$ cat src/rtl/flash_dec_pkg.sv
package flash_dec_pkg;
  typedef enum logic [1:0] {VIEW_ARRAY, VIEW_IDENT, VIEW_BOOT} view_t;
  typedef enum logic [1:0] {SEQ_IDLE, SEQ_GOT_AA, SEQ_GOT_55} seq_t;
  localparam int LANE_BOTH = 0;
  localparam int LANE_EVEN = 1;
  localparam int LANE_ODD  = 2;
  localparam int NSLOT     = 3;
endpackage

$ cat src/rtl/flash_lane_map.sv
module flash_lane_map
  import flash_dec_pkg::*;
#(
  parameter int BUS_AW    = 17,
  parameter int ARRAY_AW  = 16,
  parameter int LANE_MODE = LANE_BOTH
) (
  input  logic [BUS_AW-1:0]   bus_addr,
  output logic                lane_hit,
  output logic [ARRAY_AW-1:0] dev_addr,
  output logic [ARRAY_AW-1:0] arr_addr
);
  generate
    if (LANE_MODE == LANE_BOTH) begin : g_both
      logic unused_hi;
      assign unused_hi = ^bus_addr[BUS_AW-1:ARRAY_AW];
      assign lane_hit  = 1'b1;
      assign dev_addr  = bus_addr[ARRAY_AW-1:0];
      assign arr_addr  = {dev_addr[ARRAY_AW-1:1], ~dev_addr[0]};
    end else begin : g_single
      localparam logic ODD_SIDE = (LANE_MODE == LANE_ODD);
      assign lane_hit = (bus_addr[0] == ODD_SIDE);
      assign dev_addr = bus_addr[ARRAY_AW:1];
      assign arr_addr = dev_addr;
    end
  endgenerate
endmodule

$ cat src/rtl/flash_cmd_fsm.sv
module flash_cmd_fsm
  import flash_dec_pkg::*;
#(
  parameter int          ARRAY_AW  = 16,
  parameter int          LANE_MODE = LANE_BOTH,
  parameter logic [31:0] CMD_A1    = 32'h5555,
  parameter logic [31:0] CMD_A2    = 32'h2AAA
) (
  input  logic                      clk,
  input  logic                      rst,
  input  logic                      wr_go,
  input  logic [ARRAY_AW-1:0]       dev_addr,
  input  logic [7:0]                wdata,
  output view_t                     view_q,
  output logic [NSLOT-1:0]          fwd_valid,
  output logic [NSLOT*ARRAY_AW-1:0] fwd_addr,
  output logic [NSLOT*8-1:0]        fwd_data
);
  localparam logic          INV_BIT0 = (LANE_MODE == LANE_BOTH);
  localparam [ARRAY_AW-1:0] A1 = CMD_A1[ARRAY_AW-1:0];
  localparam [ARRAY_AW-1:0] A2 = CMD_A2[ARRAY_AW-1:0];

  seq_t  seq_q, seq_n;
  logic  alt_q, alt_n;
  view_t view_n;
  logic [NSLOT-1:0]    sv, keep;
  logic [ARRAY_AW-1:0] sa [NSLOT];
  logic [7:0]          sd [NSLOT];
  logic at_a1, at_a2;

  assign at_a1 = (32'(dev_addr) == CMD_A1);
  assign at_a2 = (32'(dev_addr) == CMD_A2);

  always_comb begin
    seq_n  = seq_q;
    alt_n  = alt_q;
    view_n = view_q;
    sv     = '0;
    keep   = '0;
    for (int i = 0; i < NSLOT; i++) begin
      sa[i] = '0;
      sd[i] = '0;
    end
    if (wr_go) begin
      case (seq_q)
        SEQ_IDLE:
          if (at_a1 && wdata == 8'hAA) seq_n = SEQ_GOT_AA;
          else begin
            sv[0] = 1'b1; sa[0] = dev_addr; sd[0] = wdata;
          end
        SEQ_GOT_AA: begin
          seq_n = SEQ_IDLE;
          if (at_a2 && wdata == 8'h55) seq_n = SEQ_GOT_55;
          else begin
            sv[1:0] = 2'b11;
            sa[0] = A1;       sd[0] = 8'hAA;
            sa[1] = dev_addr; sd[1] = wdata;
          end
        end
        SEQ_GOT_55: begin
          seq_n = SEQ_IDLE;
          if (at_a1) begin
            if (alt_q) begin
              case (wdata)
                8'h40:   view_n = VIEW_BOOT;
                8'h60:   view_n = VIEW_IDENT;
                default: ;
              endcase
            end else begin
              case (wdata)
                8'h80:   alt_n  = 1'b1;
                8'h90:   view_n = VIEW_IDENT;
                8'hF0:   view_n = VIEW_ARRAY;
                default: ;
              endcase
            end
          end else begin
            sv = 3'b111;
            sa[0] = A1;       sd[0] = 8'hAA;
            sa[1] = A2;       sd[1] = 8'h55;
            sa[2] = dev_addr; sd[2] = wdata;
          end
        end
        default: seq_n = SEQ_IDLE;
      endcase
    end
    for (int i = 0; i < NSLOT; i++) begin
      if (sv[i]) begin
        case (view_n)
          VIEW_ARRAY: keep[i] = 1'b1;
          VIEW_BOOT:  view_n  = VIEW_ARRAY;
          default:    ;
        endcase
      end
    end
  end

  always_ff @(posedge clk) begin
    if (rst) begin
      seq_q     <= SEQ_IDLE;
      alt_q     <= 1'b0;
      view_q    <= VIEW_ARRAY;
      fwd_valid <= '0;
      fwd_addr  <= '0;
      fwd_data  <= '0;
    end else begin
      seq_q     <= seq_n;
      alt_q     <= alt_n;
      view_q    <= view_n;
      fwd_valid <= keep;
      for (int i = 0; i < NSLOT; i++) begin
        fwd_addr[i*ARRAY_AW +: ARRAY_AW] <= {sa[i][ARRAY_AW-1:1], sa[i][0] ^ INV_BIT0};
        fwd_data[i*8 +: 8]               <= sd[i];
      end
    end
  end
endmodule

$ cat src/rtl/flash_read_mux.sv
module flash_read_mux
  import flash_dec_pkg::*;
#(
  parameter int          ARRAY_AW = 16,
  parameter logic [15:0] ID_CODE  = 16'hC2A7
) (
  input  logic                clk,
  input  logic                rst,
  input  logic                rd_go,
  input  logic                lane_hit,
  input  view_t               view_q,
  input  logic [ARRAY_AW-1:0] dev_addr,
  input  logic [7:0]          arr_rd_data,
  output logic                rd_valid,
  output logic [7:0]          rd_data
);
  logic [7:0] pick;

  always_comb begin
    pick = 8'hFF;
    if (lane_hit) begin
      case (view_q)
        VIEW_ARRAY: pick = arr_rd_data;
        VIEW_IDENT:
          if (dev_addr == ARRAY_AW'(0))      pick = ID_CODE[15:8];
          else if (dev_addr == ARRAY_AW'(1)) pick = ID_CODE[7:0];
          else                               pick = 8'hFE;
        default: pick = 8'hFF;
      endcase
    end
  end

  always_ff @(posedge clk) begin
    if (rst) begin
      rd_valid <= 1'b0;
      rd_data  <= 8'hFF;
    end else begin
      rd_valid <= rd_go;
      if (rd_go) rd_data <= pick;
    end
  end
endmodule

$ cat src/rtl/flash_cmd_decoder.sv
module flash_cmd_decoder
  import flash_dec_pkg::*;
#(
  parameter int          ARRAY_AW  = 16,
  parameter int          BUS_AW    = ARRAY_AW + 1,
  parameter int          LANE_MODE = LANE_BOTH,
  parameter logic [15:0] ID_CODE   = 16'hC2A7
) (
  input  logic                      clk,
  input  logic                      rst,
  input  logic                      wr_en,
  input  logic                      rd_en,
  input  logic [BUS_AW-1:0]         bus_addr,
  input  logic [7:0]                wdata,
  output logic [ARRAY_AW-1:0]       arr_rd_addr,
  input  logic [7:0]                arr_rd_data,
  output logic                      rd_valid,
  output logic [7:0]                rd_data,
  output logic [NSLOT-1:0]          fwd_valid,
  output logic [NSLOT*ARRAY_AW-1:0] fwd_addr,
  output logic [NSLOT*8-1:0]        fwd_data
);
  logic                lane_hit;
  logic [ARRAY_AW-1:0] dev_addr;
  view_t               view_q;

  flash_lane_map #(.BUS_AW(BUS_AW), .ARRAY_AW(ARRAY_AW), .LANE_MODE(LANE_MODE)) u_map (
    .bus_addr(bus_addr), .lane_hit(lane_hit), .dev_addr(dev_addr), .arr_addr(arr_rd_addr)
  );

  flash_cmd_fsm #(.ARRAY_AW(ARRAY_AW), .LANE_MODE(LANE_MODE)) u_fsm (
    .clk(clk), .rst(rst), .wr_go(wr_en && lane_hit), .dev_addr(dev_addr), .wdata(wdata),
    .view_q(view_q), .fwd_valid(fwd_valid), .fwd_addr(fwd_addr), .fwd_data(fwd_data)
  );

  flash_read_mux #(.ARRAY_AW(ARRAY_AW), .ID_CODE(ID_CODE)) u_rd (
    .clk(clk), .rst(rst), .rd_go(rd_en), .lane_hit(lane_hit), .view_q(view_q),
    .dev_addr(dev_addr), .arr_rd_data(arr_rd_data), .rd_valid(rd_valid), .rd_data(rd_data)
  );
endmodule

$ cat config.mk
export PLATFORM = sky130hd
export DESIGN_NAME = flash_cmd_decoder
export DESIGN_NICKNAME = d
export VERILOG_FILES = /design/src/rtl/flash_dec_pkg.sv /design/src/rtl/flash_lane_map.sv /design/src/rtl/flash_cmd_fsm.sv /design/src/rtl/flash_read_mux.sv /design/src/rtl/flash_cmd_decoder.sv
export SDC_FILE = /design/constraint.sdc
export NUM_CORES = 1
export LEC_CHECK = 0
export ABC_AREA = 1
export BUFFER_PORTS_ARGS = -buffer_cell sky130_fd_sc_hd__clkbuf_2
export CAP_MARGIN = 5
export CORE_MARGIN = 2
export CORE_UTILIZATION = 35
export DETAILED_ROUTE_END_ITERATION = 10
export SYNTH_ARGS = -nofsm -noshare
export SYNTH_HDL_FRONTEND = slang
export SYNTH_HIERARCHICAL = 1
export SYNTH_SLANG_ARGS = --single-unit
$ cat constraint.sdc
create_clock -name clk -period 3 [get_ports clk]
set_clock_uncertainty 0.1 [all_clocks]
set_input_delay 0.15 -clock clk [delete_from_list [all_inputs] [get_ports clk]]
set_output_delay 0.15 -clock clk [all_outputs]
set_load 0.05 [all_outputs]
==> After elaboration in Yosys (flattened, before gate mapping) <==
Cells that the tools add are included.
{ "totals": {"regBits": 89, "input_bits": 37, "output_inout_bits": 100, "elab_cells": 96} }
{ "op_classes": {"n_eq_ne": 17, "muxes": 42, "bitwise": 9, "reduce_logical": 15} }
{ "ops": {"columns": ["operator", "count"], "rows": [
  ["$mux 16", 3],
  ["$pmux 16 s3", 1],
  ["$mux 47", 1],
  ["$mux 33", 1],
  ["$eq 8x8->1 const B", 4],
  ["$pmux 16 s2", 1],
  ["$pmux 8 s2", 2],
  ["$mux 31", 1],
  ["$mux 2", 13],
  ["$eq 8x7->1 const B", 3],
  ["$mux 24", 1],
  ["$pmux 8 s3", 1],
  ["$eq 16x1->1 const B", 1],
  ["$eq 16x14->1 const B", 1],
  ["$eq 16x15->1 const B", 1],
  ["$logic_not 16->1", 1],
  ["$mux 8", 2],
  ["$pmux 2 s2", 3],
  ["$logic_not 2->1", 5],
  ["$not 1->1", 9],
  ["$eq 2x2->1 const B", 4],
  ["$reduce_or 2->1", 4],
  ["$mux 1", 7],
  ["$mux 7", 1],
  ["9 further kinds", 12]
]} }

==> Logic depth before layout (Yosys ltp) <==
Gate-level depths: netlist of run 1.
{ "depth": {"ltp_word": 15, "depth_mapped": 13, "mapped_depth_nobuf": 13} }

==> Cells and area by module <==
The synthesis of run 1 kept the hierarchy.
{ "modules_own_cells": {"columns": ["mod", "n_inst", "cells_per_inst", "area_per_inst_um2", "seq_area_each_um2"], "rows": [
  ["flash_cmd_fsm", 1, 320, 2841.5, 1601.5],
  ["flash_read_mux", 1, 71, 474.2, 180.2],
  ["flash_lane_map", 1, 34, 247.7, 0.0],
  ["flash_cmd_decoder", 1, 2, 7.5, 0.0]
]} }

==> Worst setup path after synthesis of run 1 <==
OpenSTA, ideal clock, no wires.
{ "synth_timing": {"path_kind": "register to register", "startpoint": "register u_fsm.seq_q[0]", "endpoint": "register u_fsm.fwd_addr[18]", "setup_time_ps": 130, "arrival_ps": 1243, "required_time_ps": 2770, "path_slack_ps": 1527, "stages_incl_launch_ff": 8, "path_buffers": 1, "period_less_slack_ps": 1473, "cell_sequence": "dfxtp_1 > inv_1 > ha_1 > nand2_1 > nor2_1 > inv_1 > clkbuf_1 > nor3_1"} }
{ "synth_via": {"elab_chain_cells": 2, "elab_cells_between_ends": 3, "classes_between": "2 x eq/ne; 1 x mux"} }
{ "synth_rtl": {"columns": ["item", "line_no", "source"], "rows": [
  ["start, declared", "flash_cmd_fsm.sv:23", "seq_t seq_q, seq_n;"],
  ["start signal, assigned", "flash_cmd_fsm.sv:107", "seq_q <= seq_n;"],
  ["$eq 2x2->1 or $eq 2x1->1 (tied branches)", "flash_cmd_fsm.sv:45", "case (seq_q)"],
  ["$pmux 16 s2 (*)", "flash_cmd_fsm.sv:45", null],
  ["end signal, assigned by index", "flash_cmd_fsm.sv:112", "fwd_addr[i*ARRAY_AW +: ARRAY_AW] <= {sa[i][ARRAY_AW-1:1], sa[i][0] ^ INV_BIT0};"],
  ["end, declared", "flash_cmd_fsm.sv:16", "output logic [NSLOT*ARRAY_AW-1:0] fwd_addr,"]
]} }
Every way passes the cells marked *; elsewhere a longest branch is shown, timed or not.
A chain may end at the register's enable or synchronous reset.

==> Final worst setup path of run 1 <==
{ "layout_timing": {"startpoint": "input bus_addr[9]", "endpoint": "register u_fsm.fwd_addr[27]"} }
{ "layout_via": {"elab_chain_cells": 4, "elab_cells_between_ends": 6, "classes_between": "2 x eq/ne; 3 x mux; 1 x reduce/logical"} }
{ "layout_rtl": {"columns": ["item", "line_no", "source"], "rows": [
  ["start, declared", "flash_cmd_decoder.sv:13", "input logic [BUS_AW-1:0] bus_addr,"],
  ["$eq 16x14->1", "flash_cmd_fsm.sv:32", "assign at_a2 = (32'(dev_addr) == CMD_A2);"],
  ["$logic_and 1x1->1", "flash_cmd_fsm.sv:53", "if (at_a2 && wdata == 8'h55) seq_n = SEQ_GOT_55;"],
  ["$mux 31", "flash_cmd_fsm.sv:53", null],
  ["$pmux 16 s2 (*)", "flash_cmd_fsm.sv:45", null]
]} }
Marked as above.

==> results of run 1 <==
==> power groups by stage <==
stage | Sequential, mW | Combinational [mW] | Clock, mW
after floorplan | 1.30 | 0.148 | 0
after global placement | 1.23 | 0.259 | 0
after detailed placement | 1.23 | 0.261 | 0
after CTS | 1.20 | 0.280 | 1.04
after global routing | 1.21 | 0.299 | 1.09
final | 1.20 | 0.279 | 1.02
==> stage by stage <==
step / worst slack (ns) / hold slack, ns / instances / area [um2]
3_3_place_gp: 1.09 / 0.318 / 651 / 4090
3_5_place_dp: 1.04 / 0.324 / 651 / 4090
2_1_floorplan: 1.53 / 0.153 / 427 / 3570
6_report: 0.884 / 0.0196 / 685 / 4530
4_1_cts: 0.913 / 0.00197 / 685 / 4530
5_1_grt: 0.751 / 0.0109 / 685 / 4530
==> critical path: cells and delay by family <==
kind                   cells  cell delay, ns
buffers and inverters      3            0.79
and+or+nand+nor            6            1.22
AOI/OAI and AO/OA          1            0.08
==> cell type report <==
cell class,instances,share of cell area
well taps,133,0.0368
repair buffers,153,0.189
inverters,48,0.0398
clock buffers,12,0.0343
multi-input cells,246,0.284
flip-flops and latches,89,0.394
clock inverters,4,0.0218
==> layer usage <==
metal	up-vias	share of wire	track usage
met1	1425	0.47	0.224
met4	0	0.0096	0.0657
met3	7	0.064	0.0505
met5	-	0	0
met2	95	0.46	0.280
li1	1544	-	-
==> logic make-up after synthesis <==
family | share of synthesized area
and+or+nand+nor | 0.268
buffers and inverters | 0.141
other | 0.00105
AOI/OAI and AO/OA | 0.0739
DFF | 0.499
adders and majority gates | 0.0175
==> timing repair <==
action                    in CTS  in global routing
resized for setup              0                  0
hold buffers                  18                  0
hold endpoints to repair      29                  0
==> registers in the layout, summed over array words and instances, names as in the netlist <==
register         flops
u_fsm/view_q         2
u_rd/rd_valid        1
u_fsm/fwd_valid      3
u_fsm/fwd_data      24
u_fsm/fwd_addr      48
u_rd/rd_data         8
u_fsm/alt_q          1
u_fsm/seq_q          2
==> cells in the final DEF, fill, tap and decap left out, types with 6 or more instances in the layout <==
master                          Yosys  final
sky130_fd_sc_hd__a21oi_1           24     24
sky130_fd_sc_hd__dfxtp_1           89     89
sky130_fd_sc_hd__clkbuf_2           0    135
sky130_fd_sc_hd__nor2_2            11     11
sky130_fd_sc_hd__dlygate4sd3_1      0     18
sky130_fd_sc_hd__a21oi_2           11     11
sky130_fd_sc_hd__clkbuf_8           0     11
sky130_fd_sc_hd__nand3_1            6      6
sky130_fd_sc_hd__nor2_1            56     56
sky130_fd_sc_hd__inv_2             14     14
sky130_fd_sc_hd__inv_1             34     34
sky130_fd_sc_hd__nand2_1           64     64
sky130_fd_sc_hd__nand2_2           12     12
sky130_fd_sc_hd__nor3_1            29     29
==> path summary, 6_finish.rpt <==
check,start,endpoint,cells after the start
worst max-delay path,bus_addr[9],u_fsm/fwd_addr[27],10
worst min-delay path,wdata[0],u_fsm/fwd_data[16],3
worst max register to register,u_fsm/seq_q[0],u_fsm/fwd_data[1],6
worst min register to register,u_rd/rd_data[3],u_rd/rd_data[3],2
==> results by stage, run 1 <==
Outcome:
- The run finished with clean final reports.

Cells and area:
- The synthesis-to-layout area growth is 26.7%.
- In the final design database the tool counted 589 nets.
- After filler insertion, the fill cell instance count of the layout stands at 1,031.
- The multi-input logic area is approximately 1300 um2.
- In the final layout, the share of cells above drive strength 1 is 0.382.
- The area taken by flip-flops and latches is 1780 um2.
- The number of antenna repair diodes is 0.
- Once layout is complete, the utilization of the core stands at 0.461.

Routing:
- The post-detailed-routing wire length is 9.45 mm.
- The routed layout has 3,071 vias.
- The first TritonRoute pass finished after 4 iterations.
- The wire length per cell is 13.8 um.
- The post-detailed-route DRC marker count is 0.
- The DRC violation total after the first TritonRoute iteration is 121.
- The remaining antenna violation count is 0.
- The average vias per placed instance is roughly 4.5.

Clock network:
- The root buffer cell chosen for the clock tree is sky130_fd_sc_hd__clkbuf_8.
- For the worst-skew pair, the clock arrives at the later sink with an insertion delay of 0.37 ns.
- The clock edge transition at the registers on the reported setup and hold paths is roughly 0.080 ns.
- The post-CTS setup buffer count is 0.
- In this run the deepest clock path goes through 2 buffers.
- TritonCTS built the clock tree.
- The number of clock buffers added by TritonCTS is 9.
- The clock net sink count is 89.
- The H-tree level count is 3.

Synth:
- After synthesis, the cell types taking the most area are sky130_fd_sc_hd__dfxtp_1 50%, sky130_fd_sc_hd__buf_4 6.9%, sky130_fd_sc_hd__nand2_1 6.7%.
- The post-synthesis cell type count is 30.
- In this run the cell area of the synthesized design comes to between 3000 and 4000 um2.
- The synthesized design contains 0 enable-type register cells.
- The per-instance average area after synthesis is 8.36 um2.
- Counting instances in the post-synthesis netlist gives the leading cell types as 89 x sky130_fd_sc_hd__dfxtp_1, 64 x sky130_fd_sc_hd__nand2_1, 56 x sky130_fd_sc_hd__nor2_1.
- After synthesis, the share of flip-flops with an asynchronous set or reset is 0.
- The dominant cell by count in the synthesized netlist is sky130_fd_sc_hd__dfxtp_1.
- Of the post-synthesis cell area, the dominant cell type holds 0.499.
- The warning count from the yosys run is 6.
- Among all flip-flop cells after synthesis, the most frequent one is sky130_fd_sc_hd__dfxtp_1.
- Synthesis produced 427 cells.
- The number of register bits inferred by synthesis is between 80 and 90.
- The part of the Yosys area used for sequential elements is 0.499.
- The top cell type by total area after synthesis is sky130_fd_sc_hd__dfxtp_1.
- The number of nets handed over by synthesis was 469.

Power and ir drop:
- The share of total power dissipated in the clock network is 0.406.
- Internal power comes to 1.87 mW.
- The completed layout was analyzed and its total power is between 2 and 2.5 mW.
- The share of total power dissipated in combinational logic is 0.112.
- The leakage power is 2.16 nW.
- The switching share of power is 0.251.
- The cell area power density is 552 nW/um2.
- The net load switching power is 626 uW.
- Across the VDD grid, the largest voltage drop is 0.252 mV.
- The share of total power dissipated in sequential elements is 0.482.

Place:
- The HPWL after detailed placement is 6.96 mm.
- At the end of routability-driven placement, the weighted congestion stood at between 0.8 and 0.9.
- The count of buffers added on input and output ports is 135.

Worst hold path:
- The tightest min-delay check is of the input pin to flop type.

Critical path:
- Along the worst path, the maximum fanout reaches 14.
- The worst setup path is launched from an input pin.
- The slack of the worst reg-to-reg path is 1.11 ns.
- STA classifies the critical path endpoint as a flop.
- The worst setup path is of the input pin to flop kind.
- For this design, the slowest cell found on the critical path is sky130_fd_sc_hd__dlygate4sd3_1.
- The critical path data arrival time is approximately 2.3 ns.
- The critical path goes through dlygate4sd3_1 -> clkbuf_2 -> inv_2 -> nand2_1 -> nor2_2 -> nand4_1 -> nand2_2 -> nand2_2 -> nand2_1 -> a21oi_1.
- On the worst path, the slowest cell contributes a delay of roughly 0.53 ns.
- For the worst setup path, the data required time is ~3.1 ns.

STA:
- Of the available clock period, the critical path in the final layout requires 0.705.
- The worst-case headroom to the max-slew limit is 0.643.
- Setup repair after global routing left no endpoint under its margin.
- The max-slew violation count is 0.
- The final hold violation count is 0.
- The slew at the pin closest to its max-slew limit is about 0.53 ns.
- The minimum clock period after layout is 2.12 ns.
- Setup violations remaining at the end of the flow were counted as 0.
- The final total negative setup slack is 0 ns.
- The fmax is 473 MHz.

Die:
- The die is 105 um wide.
- The row count is 36.
- The floorplan core area is 9820 um2.
- The floorplan die area is 11,000 um2.
- The number of primary I/O pins is approximately 140.
- The initial core utilization is 0.364.
- The die is 105 um tall.

Global routing:
- The wire length of the first global-routing pass is 15.0 mm.
- The initial antenna violation count is 0.
- The remaining global-route overflow is 0.
- The largest net degree at the start of global routing is 24.
- The number of global-route vias before repair came to 3,007.
- The overall fraction of global-route tracks in use is 0.175.

Job:
- The tool flagged a number of max-cap violations equal to 0.
No activity file was read; power rests on OpenSTA's default activity.
==> inputs of run 2 (changes only) <==
Settings changed: ABC_AREA 1 to 0.
Clock period 3 ns to 1.81 ns, I/O delays scaled along.
==> run 2 against run 1 <==
  * The run now ends with setup timing left
  * Sequential share of layout area shrank 3.4 points
  * Critical path depth shrank 2
  * Combinational power grew 77%
  * Count of clock-buffer cells in the layout is the same
  * Largest cell class unchanged
==> results by stage, run 2 <==
Outcome:
- The run finished, with violations left.
- The final reports fail on setup timing.

STA:
- The final hold violation count was 0.
- The setup slack after layout is -0.132 ns.
- The period utilization is 1.07.
- Static timing analysis puts the maximum clock frequency at between 500 and 600 MHz.
- Setup repair after global routing could not meet its margin everywhere.
- Headroom to the max-slew limit came out at 0.636.
- The max-slew violation count is 0.
- The slew at the pin closest to its max-slew limit is 0.543 ns.
- Subtracting the final worst setup slack from the clock period gives 1.94 ns.
- The final setup violation count is 5.
- The tightest hold path in the finished design has a slack of 0.0185 ns.

Critical path:
- The sort of element at the start of the critical path is a flop.
- Measured in cells, the most critical reg-to-reg path has a length of 8.
- STA classifies the critical path endpoint as a flop.
- In this run the critical register-to-register path is launched from u_fsm/seq_q[0].
- The classification of the worst setup path is flop to flop.
- The worst-path maximum fanout is 4.
- In this run the register-to-register setup slack is -0.13 ns.
- The critical path data arrival time is 2.09 ns.
- For the worst setup path, the data required time is 1.95 ns.
- The endpoint of the lowest-slack register-to-register path is u_fsm/fwd_valid[2].

Synth:
- By count the netlist is led by 89 x sky130_fd_sc_hd__dfxtp_1, 41 x sky130_fd_sc_hd__and2_1, 32 x sky130_fd_sc_hd__buf_4.
- The proportion of synthesized flip-flops having asynchronous set or reset is 0.
- By instance count, the leading cell after synthesis is sky130_fd_sc_hd__dfxtp_1.
- By area the synthesized netlist is led by sky130_fd_sc_hd__dfxtp_1 51%, sky130_fd_sc_hd__and2_1 7.4%, sky130_fd_sc_hd__buf_4 6.9%.
- The net count after synthesis is 381.
- For this run, the register share of the synthesized area comes to 0.514.
- Synthesis produced 339 cells.
- The share of the synthesized area in the top cell type is 0.514.
- The number of flops mapped to enable cells by yosys is 0.
- In this run the cell area of the synthesized design comes to 3460 um2.
- The post-synthesis cell type count is 53.
- The dominant register cell in the synthesized netlist is sky130_fd_sc_hd__dfxtp_1.
- The Yosys step of the flow raised 6 warnings.
- Each instance of the synthesized netlist takes up on average 10.2 um2.
- Counting flops and latches in the post-synthesis netlist gives 89.
- The top cell type by total area after synthesis is sky130_fd_sc_hd__dfxtp_1.

Routing:
- For this run, the detailed router's first-pass iteration total came to 4.
- The post-detailed-routing wire length is 9.76 mm.
- The wire length per cell is 14.9 um.
- The first routing iteration left 91 violations.
- The remaining antenna violation count is 0.
- The post-detailed-route DRC marker count is 0.
- The overall via count from detail_route is ~3,000.
- Dividing the detail-routed via count by the number of cells gives 4.59.

Die:
- The die is 103 um tall.
- After floorplanning, the core was sized to cover 9680 um2.
- In this run the core area contains 36 standard-cell rows.
- From left edge to right edge, the die measures 103 um.
- The floorplan die area is 10,700 um2.
- The initial utilization of the core area, before any placement, comes to 0.358.
- In this run the count of I/O pins placed on the die edge is 137.

Clock network:
- TritonCTS built the clock tree.
- The clock latency of the later-clocked register in the worst-skew pair is 0.35 ns.
- The clock passes through at most 2 buffers.
- In this run the number of H-tree levels came out at 3.
- Clock tree synthesis selected as its root buffer the cell sky130_fd_sc_hd__clkbuf_8.
- Counting every sink on the clock net gives 89.
- Clock tree synthesis inserted a total of 9 buffers.
- The clock edge transition at the registers on the reported setup and hold paths is 0.08 ns.

Cells and area:
- The cell area after layout is 4970 um2.
- The number of nets in the finished design is 561.
- The share of cells above drive strength 1 is 0.468.
- The number of antenna diodes in the final layout is 0.
- For this run, the share of the core covered by cells in the final layout is 0.514.
- The final cell count without fillers is roughly 660.
- Ranked by flip-flop count, first place goes to u_fsm/fwd_addr.
- The number of flip-flops in the largest register is 48.
- In the layout the commonest cells are 135 x sky130_fd_sc_hd__clkbuf_2, 87 x sky130_fd_sc_hd__dfxtp_1, 56 x sky130_fd_sc_hd__buf_4.
- The largest registers in the layout are u_fsm/fwd_addr (48), u_fsm/fwd_data (24), u_rd/rd_data (8).
- Compared with the post-synthesis result, the final layout area differs by 43.6%.
- The library cell used most frequently in the layout, excluding fill and tap cells, is sky130_fd_sc_hd__clkbuf_2.

Global routing:
- The largest net degree at the start of global routing is 21.
- The number of global-route vias before repair is 2,854.
- The remaining global-route overflow is 0.
- The wire length of the first global-routing pass is 14.3 mm.
- The initial antenna violation count came to 0.
- The overall fraction of global-route tracks in use is 0.178.

Worst hold path:
- The start point of the worst min-delay path is bus_addr[9].
- The number of cells on the worst hold path is 3.
- The endpoint of the worst hold-timing path is u_fsm/fwd_addr[9].
- The class of the worst hold path is input pin to flop.

Place:
- The area after detailed placement is approximately 4400 um2.
- The count of input and output buffers is roughly 140.
- The final weighted congestion in routability-driven placement is 0.860.
- The HPWL after detailed placement is 7.20 mm.
- Including well taps, the total number of placed cells is 616.

Power and ir drop:
- Summing internal, switching and leakage power gives about 3.8 mW.
- The worst-case vdd ir drop is 0.315 mV.
- For this design the ratio of total power to cell area is 758 nW/um2.
- The leakage power is 2.28 nW.

Job:
- Across the run, the number of max-cap violations was 0.
==> run 2: metal layers <==
layer | vias up | track usage | wire [um] | share of wire
li1 | 1490 | - | - | -
met4 | 0 | 0.0719 | 177 | 0.018
met3 | 11 | 0.0430 | 540 | 0.055
met5 | - | 0 | 0 | 0
met2 | 102 | 0.311 | 4900 | 0.50
met1 | 1411 | 0.209 | 4140 | 0.42
==> run 2: cell type report <==
| class | instances | area [um2] |
|---|---|---|
| fillers | 922 | 4710 |
| flip-flops and latches | 89 | 1790 |
| multi-input cells | 195 | 1460 |
| repair buffers | 215 | 1350 |
| well taps | 133 | 166 |
| clock buffers | 12 | 135 |
| clock inverters | 3 | 42.5 |
| inverters | 9 | 36.3 |
==> run 2: kinds of logic after synthesis <==
group / synth area share
buf+inv: 0.103
fa+ha+maj: 0.0181
flops: 0.514
simple gates: 0.241
xor+xnor: 0.00253
other cells: 0.00108
compound gates: 0.120
==> run 2: how the worst max path moves through the flow <==
stage | startpoint | end | slack [ns] | depth (start not counted)
floorplan | u_fsm/alt_q | u_fsm/fwd_valid[2] | 0.003 | 6
global placement | u_fsm/seq_q[1] | u_fsm/fwd_data[20] | -0.20 | 6
detailed placement | u_fsm/seq_q[0] | u_fsm/fwd_addr[31] | -0.35 | 5
CTS | u_fsm/seq_q[0] | u_fsm/fwd_valid[2] | -0.12 | 8
global route | u_fsm/seq_q[1] | u_fsm/fwd_valid[2] | -0.22 | 8
finish | u_fsm/seq_q[0] | u_fsm/fwd_valid[2] | -0.13 | 8
==> run 2: timing repair <==
action / in CTS / in global routing
hold buffers: 19 / 0
resized for setup: 10 / 20
setup endpoints to repair: 56 / 48
pin swaps: 3 / 3
endpoints found under the hold margin: 32 / 0
gates cloned: 0 / 1
setup buffers: 3 / 2
==> run 2: power breakdown <==
part | internal (mW) | switching [mW]
clock network | 0.630 | 0.654
registers | 1.98 | 0.00881
logic | 0.180 | 0.314
total | 2.79 | 0.977
==> run 2: per-stage QoR <==
step	setup TNS [ns]	setup slack, ns
after global placement	-5.91	-0.197
after detailed placement	-10.37	-0.350
after CTS	-0.331	-0.123
after global routing	-0.890	-0.216
final	-0.497	-0.132
after floorplan	0	0.00350
==> run 2: critical path, cell delays in order, from the launching register on <==
cell and delay (ns):
sky130_fd_sc_hd__dfxtp_4 0.37, sky130_fd_sc_hd__inv_4 0.07, sky130_fd_sc_hd__ha_4 0.13, sky130_fd_sc_hd__and2_4 0.15, sky130_fd_sc_hd__nand4_1 0.13, sky130_fd_sc_hd__or2_2 0.32
sky130_fd_sc_hd__o31ai_2 0.29, sky130_fd_sc_hd__and2b_1 0.20, sky130_fd_sc_hd__a2111oi_2 0.07
